--- src/rtl/dig_pkg.sv ---
// Shared definitions for the dual-CPU interrupt gate: register offsets and
// the decoded operation / read-select encodings. Assumes byte offsets on a
// word-aligned register bus.
package dig_pkg;

    localparam int unsigned OFF_CTRL     = 32'h00;  // global enable vector (read)
    localparam int unsigned OFF_RAW      = 32'h04;  // raw input levels (read)
    localparam int unsigned OFF_EN_SET   = 32'h08;  // set one global enable
    localparam int unsigned OFF_EN_CLR   = 32'h0C;  // clear one global enable
    localparam int unsigned OFF_MSK_SET  = 32'h40;  // aliased: mask for own CPU
    localparam int unsigned OFF_MSK_CLR  = 32'h44;  // aliased: unmask for own CPU
    localparam int unsigned OFF_SRC_BASE = 32'h80;  // per-source control words

    typedef enum logic [2:0] {
        OP_NONE,
        OP_EN_SET,
        OP_EN_CLR,
        OP_MSK_SET,
        OP_MSK_CLR,
        OP_AFF_WR
    } dig_op_e;

    typedef enum logic [2:0] {
        RS_ZERO,
        RS_GEN,
        RS_RAW,
        RS_PEND,
        RS_AFF
    } dig_rsel_e;

endpackage

--- src/rtl/dig_decode.sv ---
// Address decoder: turns one bus beat into a state-changing operation with a
// source index, and a read selector. Assumes SRC_W+2 <= ADDR_W and
// N_SRC <= DATA_W. Purely combinational.
module dig_decode
    import dig_pkg::*;
#(
    parameter int N_SRC  = 32,
    parameter int ADDR_W = 8,
    parameter int DATA_W = 32
) (
    input  logic                      bus_valid,
    input  logic                      bus_write,
    input  logic [ADDR_W-1:0]         bus_addr,
    input  logic [DATA_W-1:0]         bus_wdata,
    output dig_op_e                   wr_op,
    output logic [$clog2(N_SRC)-1:0]  wr_idx,
    output dig_rsel_e                 rd_sel,
    output logic [$clog2(N_SRC)-1:0]  rd_idx
);
    localparam int SRC_W = $clog2(N_SRC);

    logic [ADDR_W-1:0] aoff;
    logic              aff_hit;
    logic              val_ok;
    logic [SRC_W-1:0]  aidx;

    // Locate the per-source control word window and its index.
    assign aoff    = bus_addr - ADDR_W'(OFF_SRC_BASE);
    assign aff_hit = (bus_addr >= ADDR_W'(OFF_SRC_BASE)) && (aoff[1:0] == 2'b00)
                     && (aoff[ADDR_W-1:2] < (ADDR_W-2)'(N_SRC));
    assign aidx    = aoff[SRC_W+1:2];
    // Source numbers at or beyond N_SRC are rejected.
    assign val_ok  = bus_wdata < DATA_W'(N_SRC);

    // Write decode: pick the operation and the source it targets.
    always_comb begin
        wr_op  = OP_NONE;
        wr_idx = bus_wdata[SRC_W-1:0];
        if (bus_valid && bus_write) begin
            if (aff_hit) begin
                wr_op  = OP_AFF_WR;
                wr_idx = aidx;
            end else if (val_ok) begin
                case (bus_addr)
                    ADDR_W'(OFF_EN_SET):  wr_op = OP_EN_SET;
                    ADDR_W'(OFF_EN_CLR):  wr_op = OP_EN_CLR;
                    ADDR_W'(OFF_MSK_SET): wr_op = OP_MSK_SET;
                    ADDR_W'(OFF_MSK_CLR): wr_op = OP_MSK_CLR;
                    default:              wr_op = OP_NONE;
                endcase
            end
        end
    end

    // Read decode: choose which view the read returns.
    always_comb begin
        rd_sel = RS_ZERO;
        rd_idx = aidx;
        if (aff_hit) begin
            rd_sel = RS_AFF;
        end else begin
            case (bus_addr)
                ADDR_W'(OFF_CTRL):    rd_sel = RS_GEN;
                ADDR_W'(OFF_RAW):     rd_sel = RS_RAW;
                ADDR_W'(OFF_MSK_SET),
                ADDR_W'(OFF_MSK_CLR): rd_sel = RS_PEND;
                default:              rd_sel = RS_ZERO;
            endcase
        end
    end

endmodule

--- src/rtl/dig_global_en.sv ---
// Shared first gate: one enable bit per source, changed one bit at a time
// by set/clear operations. Cleared by reset.
module dig_global_en
    import dig_pkg::*;
#(
    parameter int N_SRC = 32
) (
    input  logic                      clk,
    input  logic                      rst_n,
    input  dig_op_e                   wr_op,
    input  logic [$clog2(N_SRC)-1:0]  wr_idx,
    output logic [N_SRC-1:0]          gen_en
);
    // Apply a single-bit set or clear of the global enable.
    always_ff @(posedge clk) begin
        if (!rst_n) begin
            gen_en <= '0;
        end else begin
            case (wr_op)
                OP_EN_SET: gen_en[wr_idx] <= 1'b1;
                OP_EN_CLR: gen_en[wr_idx] <= 1'b0;
                default:   ;
            endcase
        end
    end

endmodule

--- src/rtl/dig_cpu_mask.sv ---
// Second gate for one CPU: an unmask bit per source (1 = passes). Aliased
// mask operations act only when the accessing CPU matches CPU_ID; an
// affinity write loads this bank's bit regardless of who wrote it.
// Reset leaves every source masked.
module dig_cpu_mask
    import dig_pkg::*;
#(
    parameter int N_SRC  = 32,
    parameter int N_CPU  = 2,
    parameter int CPU_ID = 0
) (
    input  logic                      clk,
    input  logic                      rst_n,
    input  dig_op_e                   wr_op,
    input  logic [$clog2(N_SRC)-1:0]  wr_idx,
    input  logic [$clog2(N_CPU)-1:0]  acc_cpu,
    input  logic                      aff_bit,
    output logic [N_SRC-1:0]          unmask
);
    localparam int CPU_W = $clog2(N_CPU);

    logic own;

    // Aliased window hits this bank only for its own CPU.
    assign own = (acc_cpu == CPU_W'(CPU_ID));

    // Update one unmask bit from the aliased window or an affinity write.
    always_ff @(posedge clk) begin
        if (!rst_n) begin
            unmask <= '0;
        end else begin
            case (wr_op)
                OP_MSK_SET: if (own) unmask[wr_idx] <= 1'b0;
                OP_MSK_CLR: if (own) unmask[wr_idx] <= 1'b1;
                OP_AFF_WR:  unmask[wr_idx] <= aff_bit;
                default:    ;
            endcase
        end
    end

endmodule

--- src/rtl/dig_out_stage.sv ---
// Output stage: per CPU, OR-reduce (input & enable & unmask) and register
// the result for one clock. Inputs are treated as levels.
module dig_out_stage #(
    parameter int N_SRC = 32,
    parameter int N_CPU = 2
) (
    input  logic                        clk,
    input  logic                        rst_n,
    input  logic [N_SRC-1:0]            irq_in,
    input  logic [N_SRC-1:0]            gen_en,
    input  logic [N_CPU-1:0][N_SRC-1:0] unmask,
    output logic [N_CPU-1:0]            cpu_irq
);
    for (genvar c = 0; c < N_CPU; c++) begin : g_cpu
        // Register the gated OR for CPU c.
        always_ff @(posedge clk) begin
            if (!rst_n) cpu_irq[c] <= 1'b0;
            else        cpu_irq[c] <= |(irq_in & gen_en & unmask[c]);
        end
    end

endmodule

--- src/rtl/dual_irq_gate.sv ---
// Top: two-stage interrupt gating for N_CPU CPUs behind a register bus with
// a CPU-ID sideband. Holds the decoder, the shared enable stage, one mask
// bank per CPU and the registered output and read paths. Assumes one bus
// beat per request and N_SRC <= DATA_W.
module dual_irq_gate
    import dig_pkg::*;
#(
    parameter int N_SRC  = 32,
    parameter int N_CPU  = 2,
    parameter int ADDR_W = 8,
    parameter int DATA_W = 32
) (
    input  logic                      clk,
    input  logic                      rst_n,
    input  logic [N_SRC-1:0]          irq_in,
    input  logic                      bus_valid,
    input  logic                      bus_write,
    input  logic [$clog2(N_CPU)-1:0]  bus_cpu,
    input  logic [ADDR_W-1:0]         bus_addr,
    input  logic [DATA_W-1:0]         bus_wdata,
    output logic [DATA_W-1:0]         bus_rdata,
    output logic                      bus_rvalid,
    output logic [N_CPU-1:0]          cpu_irq
);
    localparam int SRC_W = $clog2(N_SRC);

    dig_op_e                    wr_op;
    dig_rsel_e                  rd_sel;
    logic [SRC_W-1:0]           wr_idx;
    logic [SRC_W-1:0]           rd_idx;
    logic [N_SRC-1:0]           gen_en;
    logic [N_CPU-1:0][N_SRC-1:0] unmask;
    logic [DATA_W-1:0]          rd_next;

    dig_decode #(.N_SRC(N_SRC), .ADDR_W(ADDR_W), .DATA_W(DATA_W)) u_dec (
        .bus_valid (bus_valid),
        .bus_write (bus_write),
        .bus_addr  (bus_addr),
        .bus_wdata (bus_wdata),
        .wr_op     (wr_op),
        .wr_idx    (wr_idx),
        .rd_sel    (rd_sel),
        .rd_idx    (rd_idx)
    );

    dig_global_en #(.N_SRC(N_SRC)) u_gen (
        .clk    (clk),
        .rst_n  (rst_n),
        .wr_op  (wr_op),
        .wr_idx (wr_idx),
        .gen_en (gen_en)
    );

    for (genvar c = 0; c < N_CPU; c++) begin : g_bank
        dig_cpu_mask #(.N_SRC(N_SRC), .N_CPU(N_CPU), .CPU_ID(c)) u_msk (
            .clk     (clk),
            .rst_n   (rst_n),
            .wr_op   (wr_op),
            .wr_idx  (wr_idx),
            .acc_cpu (bus_cpu),
            .aff_bit (bus_wdata[c]),
            .unmask  (unmask[c])
        );
    end

    dig_out_stage #(.N_SRC(N_SRC), .N_CPU(N_CPU)) u_out (
        .clk     (clk),
        .rst_n   (rst_n),
        .irq_in  (irq_in),
        .gen_en  (gen_en),
        .unmask  (unmask),
        .cpu_irq (cpu_irq)
    );

    // Select the read view for the current request.
    always_comb begin
        rd_next = '0;
        case (rd_sel)
            RS_GEN:  rd_next[N_SRC-1:0] = gen_en;
            RS_RAW:  rd_next[N_SRC-1:0] = irq_in;
            RS_PEND: rd_next[N_SRC-1:0] = irq_in & gen_en & unmask[bus_cpu];
            RS_AFF:  for (int c = 0; c < N_CPU; c++) rd_next[c] = unmask[c][rd_idx];
            default: rd_next = '0;
        endcase
    end

    // Register the read response one cycle after the request.
    always_ff @(posedge clk) begin
        if (!rst_n) begin
            bus_rdata  <= '0;
            bus_rvalid <= 1'b0;
        end else begin
            bus_rvalid <= bus_valid && !bus_write;
            if (bus_valid && !bus_write) bus_rdata <= rd_next;
        end
    end

endmodule

--- config.mk ---
export PLATFORM = sky130hd
export DESIGN_NAME = dual_irq_gate
export DESIGN_NICKNAME = d
export VERILOG_FILES = /design/src/rtl/dig_pkg.sv /design/src/rtl/dig_decode.sv /design/src/rtl/dig_global_en.sv /design/src/rtl/dig_cpu_mask.sv /design/src/rtl/dig_out_stage.sv /design/src/rtl/dual_irq_gate.sv
export SDC_FILE = /design/constraint.sdc
export NUM_CORES = 1
export LEC_CHECK = 0
export BUFFER_PORTS_ARGS = -buffer_cell sky130_fd_sc_hd__buf_2
export CORE_MARGIN = 4
export CORE_UTILIZATION = 45
export CTS_BUF_LIST = sky130_fd_sc_hd__clkbuf_4 sky130_fd_sc_hd__clkbuf_8
export DETAILED_ROUTE_END_ITERATION = 16
export GPL_ROUTABILITY_DRIVEN = 0
export PLACE_DENSITY = 0.65
export SYNTH_ARGS = -nofsm -noshare
export SYNTH_HDL_FRONTEND = slang
export SYNTH_SLANG_ARGS = --single-unit
--- constraint.sdc ---
create_clock -name clk -period 2.2 [get_ports clk]
set_input_delay 0.33 -clock clk [delete_from_list [all_inputs] [get_ports clk]]
set_output_delay 0.33 -clock clk [all_outputs]
set_load 0.01 [all_outputs]
# ---- Yosys cells after proc, flatten, opt, wreduce, memory -nomap -nowiden
# Cells that the tools add are included.
dict set report op_classes {
  addsub 1
  magnitude_cmp 7
  n_eq_ne 18
  n_mux 27
  n_bitwise 11
  n_reduce_logical 15
}
# op n
set op_table {}
lappend op_table {{$and A32 B32 Y32} 7}
lappend op_table {{$mux W32} 6}
lappend op_table {{$pmux W32 S3} 2}
lappend op_table {{$or A32 B32 Y32} 3}
lappend op_table {{$pmux W30 S3} 1}
lappend op_table {{$bwmux W32} 2}
lappend op_table {{$pmux W32 S2} 1}
lappend op_table {{$reduce_or A32 Y1} 2}
lappend op_table {{$lt A32 B6 Y1 const B} 1}
lappend op_table {{$not A32 Y32} 1}
lappend op_table {{$eq A8 B4 Y1 const B} 2}
lappend op_table {{$eq A8 B7 Y1 const B} 2}
lappend op_table {{$eq A3 B2 Y1 const B} 4}
lappend op_table {{$lt A5 B6 Y1 const B} 2}
lappend op_table {{$mux W3} 4}
lappend op_table {{$pmux W3 S4} 1}
lappend op_table {{$bmux W1 S5} 2}
lappend op_table {{$mux W5} 2}
lappend op_table {{$eq A3 B3 Y1 const B} 3}
lappend op_table {{$eq A8 B3 Y1 const B} 1}
lappend op_table {{$ge A8 B8 Y1 const B} 1}
lappend op_table {{$logic_not A8 Y1} 1}
lappend op_table {{$ne A2 B2 Y1 const B} 4}
lappend op_table {{$pmux W2 S4} 1}
lappend op_table {{other kinds (15)} 23}
dict set report totals {
  ff_bits 131
  input_bits 77
  out_inout_bits 35
  elab_cells 86
}

# ---- Logic depth before layout (Yosys ltp)
dict set report depth {
  word_depth 14
  depth_mapped 8
  mapped_depth_nobuf 5
}

# ---- Modules after synthesis
# From an unflattened synthesis, not the netlist that was laid out.
dict set report hier_totals {
  hier_cells 896
  hier_area_um2 8091.5
}
# module instances cells_per_inst area_per_inst_um2 seq_area_each_um2
set by_module_without_submodules {}
lappend by_module_without_submodules {dual_irq_gate 1 319 2693.8 660.6}
lappend by_module_without_submodules {{dig_cpu_mask at g_bank[0].u_msk} 1 156 1659.1 640.6}
lappend by_module_without_submodules {{dig_cpu_mask at g_bank[1].u_msk} 1 155 1491.4 640.6}
lappend by_module_without_submodules {dig_global_en 1 149 1453.9 640.6}
lappend by_module_without_submodules {dig_out_stage 1 78 503.0 40.0}
lappend by_module_without_submodules {dig_decode 1 39 290.3 0.0}

# ---- Least setup slack after synthesis
# Ideal clock, no wire load.
dict set report synth_timing {
  path_type {input port to flip-flop}
  from {input port bus_cpu}
  to {register bus_rdata[10]}
  setup_time_ps 128
  t_arrival_ps 1820
  required_ps 2072
  setup_slack_ps 252
  stages 7
  n_path_buf 2
  cell_sequence {clkbuf_1 buf_1 mux2_2 a21o_1 a22o_1 a22oi_1 nor2_1}
}
dict set report synth_between {
  elab_chain_cells 4
}
# element line
set synth_rtl {}
lappend synth_rtl {{start, declared} dual_irq_gate.sv:18} ;# input logic [$clog2(N_CPU)-1:0] bus_cpu,
lappend synth_rtl {{$mux W32 (implied by the code) (2 in series)} dual_irq_gate.sv:81} ;# RS_PEND: rd_next[N_SRC-1:0] = irq_in & gen_en & unmask[bus_cpu];
lappend synth_rtl {{$and A32 B32 Y32} dual_irq_gate.sv:81}
lappend synth_rtl {{$pmux W30 S3} dual_irq_gate.sv:78} ;# case (rd_sel)
lappend synth_rtl {{end signal, assigned} dual_irq_gate.sv:94} ;# if (bus_valid && !bus_write) bus_rdata <= rd_next;
lappend synth_rtl {{end, declared} dual_irq_gate.sv:21} ;# output logic [DATA_W-1:0] bus_rdata,
# Every way passes these cells. The select of a mux whose other input is x is not followed.
# A chain may end at the register's enable or synchronous reset.

# ---- Final worst setup path
dict set report layout_timing {
  from {register g_bank[0].u_msk.unmask[19]}
  to {register bus_rdata[0]}
}
dict set report layout_between {
  elab_chain_cells 3
}
# element line
set layout_rtl {}
lappend layout_rtl {{start, declared} dig_cpu_mask.sv:18} ;# output logic [N_SRC-1:0] unmask
lappend layout_rtl {{start signal, assigned by index} dig_cpu_mask.sv:35} ;# OP_AFF_WR: unmask[wr_idx] <= aff_bit;
lappend layout_rtl {{$bmux W1 S5} dual_irq_gate.sv:82} ;# RS_AFF: for (int c = 0; c < N_CPU; c++) rd_next[c] = unmask[c][rd_idx];
lappend layout_rtl {{$mux W1 (implied by the code)} dual_irq_gate.sv:82}
lappend layout_rtl {{$pmux W2 S4} dual_irq_gate.sv:78}
# Every way passes these cells. The select of a mux whose other input is x is not followed.

==> out/results.ini <==
[place]
detailedPlacementHpwl_um=19700
buffer_ports.inserted=111
dpl-instance-area_mm2=0.00877

[yosys]
yosysUniqueCellTypes=45
synth.largest_area_cell=dfxtp_1
yosys.cell_count.top_type=dfxtp_1
post_synth_edffs=0
postSynthRegisterBits=131
synth_commonest_cells=131 x dfxtp_1, 102 x a21oi_1, 98 x o22ai_1
synth-seq-area-share_pct=35.4
synth-main-ff-cell=dfxtp_1
synthTopCellsByArea=dfxtp_1 35%, o22ai_1 8.3%, a21oi_1 6.9%
synth-async-reset-ratio_pct=0
synth.top_cell.area_share_pct=35.4
postSynthNetCount=961
netlist_area_mm2=0.00741
synth_cells=884
avgSynthCellArea_um2=8.38
yosysWarnings=0

[floorplan]
floorplan.rows=46
die_width_um=136
floorplan_core_area_mm2=0.0160
fp.dieH_um=136
num_ports=112
design.die.area_mm2=0.0186
initial_core_util_pct=46.3

[drt]
detail_route.wirelength_um=27500
detail-route-antenna-nets=0
drt_drc_violations_left=0
drt_pass1_iterations=5
post_drt_via_cell_ratio=6.29
route.vias.total=7884
detailedRoute.firstIterationViolations=930
drt-wirelength-per-cell_um=21.9

[cts]
post_cts_buffers=0
cts_repair_resize_count=0
clock_insertion_delay_at_the_later_pin_of_the_skew_report_ns=0.46
cts-root-buf=clkbuf_8
tritoncts=done
clock_buffer_count_from_cts=17
clkTransAtPathRegs_ns=0.08
holdBufCountCts=0
cts.sinks=131
htree_num_levels=4
buffer_levels_on_the_longest_clock_path=2

[worst_setup_path]
crit_path_max_fanout=4
worstSetupPathType=reg2reg
cp_data_arrival_time_ns=2.11
startpoint_type=flop
critical_path_required_ns=2.56
critical_path.endpoint_type=flop

[timing]
max-slew-margin-rel_pct=48.6
slew_viol_final=0
report.final.hold_viol_count=0
final.period_utilization_pct=79.6
finalSetupViolations=0
timing.clock.skew_ns=0.0128
fin_tns_setup_ns=0
unrepaired_setup_endpoints_after_global_routing=no
worstMarginPinSlew_ns=0.771
period_minus_slack_ns=1.75
max_freq_mhz=571

[power]
irDropWorstVdd_mv=0.539
p_leak_nw=3.59
power.density_cell_area_mw_per_mm2=557

[grt]
grt_first_pass_wirelength_um=41200
antenna_violations_before_repair=0
grt_use_total_pct=29.3
largest_net_degree_at_the_start_of_global_routing=65
first_global_vias=7192
globalRoute.totalOverflow=0

[worst_hold_path]
min-delay-path-class=in2reg

[layout]
layout-drive-gt1-share_pct=28.0
final_net_count=1105
fin_area_mm2=0.00917
antennaDiodeCount=0
layout_overhead_on_the_synthesized_area_pct=23.8

[job]
cap_viol_max_count=0

[run_status]
run_status=finished, final reports clean

==> layout by cell type (no fill, tap or decap), types with 3 or more instances in the layout <==
master / Yosys / routed
or3_1: 32 / 32
a21oi_1: 102 / 102
mux2_2: 33 / 33
o21ai_0: 35 / 35
nand2_1: 9 / 9
a21o_1: 32 / 32
a22o_1: 34 / 34
buf_12: 0 / 14
nor2_1: 36 / 34
dfxtp_1: 131 / 131
buf_2: 8 / 111
nor4_1: 12 / 12
buf_4: 2 / 70
and3_1: 7 / 7
nand2b_1: 4 / 4
nand3_1: 67 / 67
nor3_1: 4 / 4
mux4_2: 14 / 14
clkbuf_4: 0 / 3
nor4_4: 4 / 4
a22oi_1: 32 / 32
a211oi_1: 3 / 3
inv_1: 72 / 71
nand4_1: 19 / 19
clkbuf_8: 0 / 22
and4_1: 6 / 6
o22ai_1: 98 / 98
==> power breakdown <==
group          internal, mW  total [mW]  switching [mW]
Clock                  1.18        2.09           0.917
Combinational         0.251       0.637           0.386
Sequential             2.37        2.38         0.00245
==> metrics by stage <==
stage / instances / worst slack, ns / hold slack [ns] / power [mW] / util, %
2_1_floorplan: 884 / 0.252 / 0.449 / 2.74 / -
3_3_place_gp: 1225 / 0.0574 / 0.467 / 3.05 / 54.8
3_5_place_dp: 1225 / 0.0287 / 0.469 / 3.05 / 54.8
4_1_cts: 1254 / 0.459 / 0.253 / 5.13 / 57.3
5_1_grt: 1254 / 0.377 / 0.289 / 5.26 / 57.3
6_report: 1254 / 0.448 / 0.273 / 5.11 / 57.3
==> final cells by class <==
class	instances	area [um^2]
multi-input cells	611	4250
clock inverters	4	72.6
inverters	72	270
well taps	216	270
flip-flops and latches	131	2620
repair buffers	195	1360
fillers	1527	6830
clock buffers	25	325
==> path summary, 6_finish.rpt <==
| kind | start | end | slack, ns | depth (start not counted) |
|---|---|---|---|---|
| hold reg to reg | g_bank[1].u_msk.unmask[10] | g_bank[1].u_msk.unmask[10] | 0.48 | 2 |
| setup / recovery | g_bank[0].u_msk.unmask[19] | bus_rdata[0] | 0.45 | 5 |
| setup reg to reg | g_bank[0].u_msk.unmask[19] | bus_rdata[0] | 0.45 | 5 |
| hold / removal | irq_in[29] | bus_rdata[29] | 0.27 | 4 |
==> cells by family after synthesis <==
| family | synth area share, % |
|---|---|
| mux | 9.54 |
| buf+inv | 7.63 |
| compound gates | 31.4 |
| simple gates | 16.0 |
| flops | 35.4 |
==> worst max-delay path, cell delays in order, from the launching register on <==
cell     delay (ns)
dfxtp_1        0.36
mux4_2         0.47
mux2_2         0.28
o22ai_1        0.17
o22ai_1        0.12
a32o_1         0.27
==> metal layers <==
| layer | vias up | share of wire, % | track usage, % |
|---|---|---|---|
| met5 | - | 0 | 0 |
| met4 | 0 | 3.3 | 11.7 |
| met3 | 71 | 11 | 10.3 |
| met2 | 417 | 45 | 44.3 |
| met1 | 3726 | 41 | 38.2 |
| li1 | 3670 | - | - |
Power figures use the tool's default switching activity.
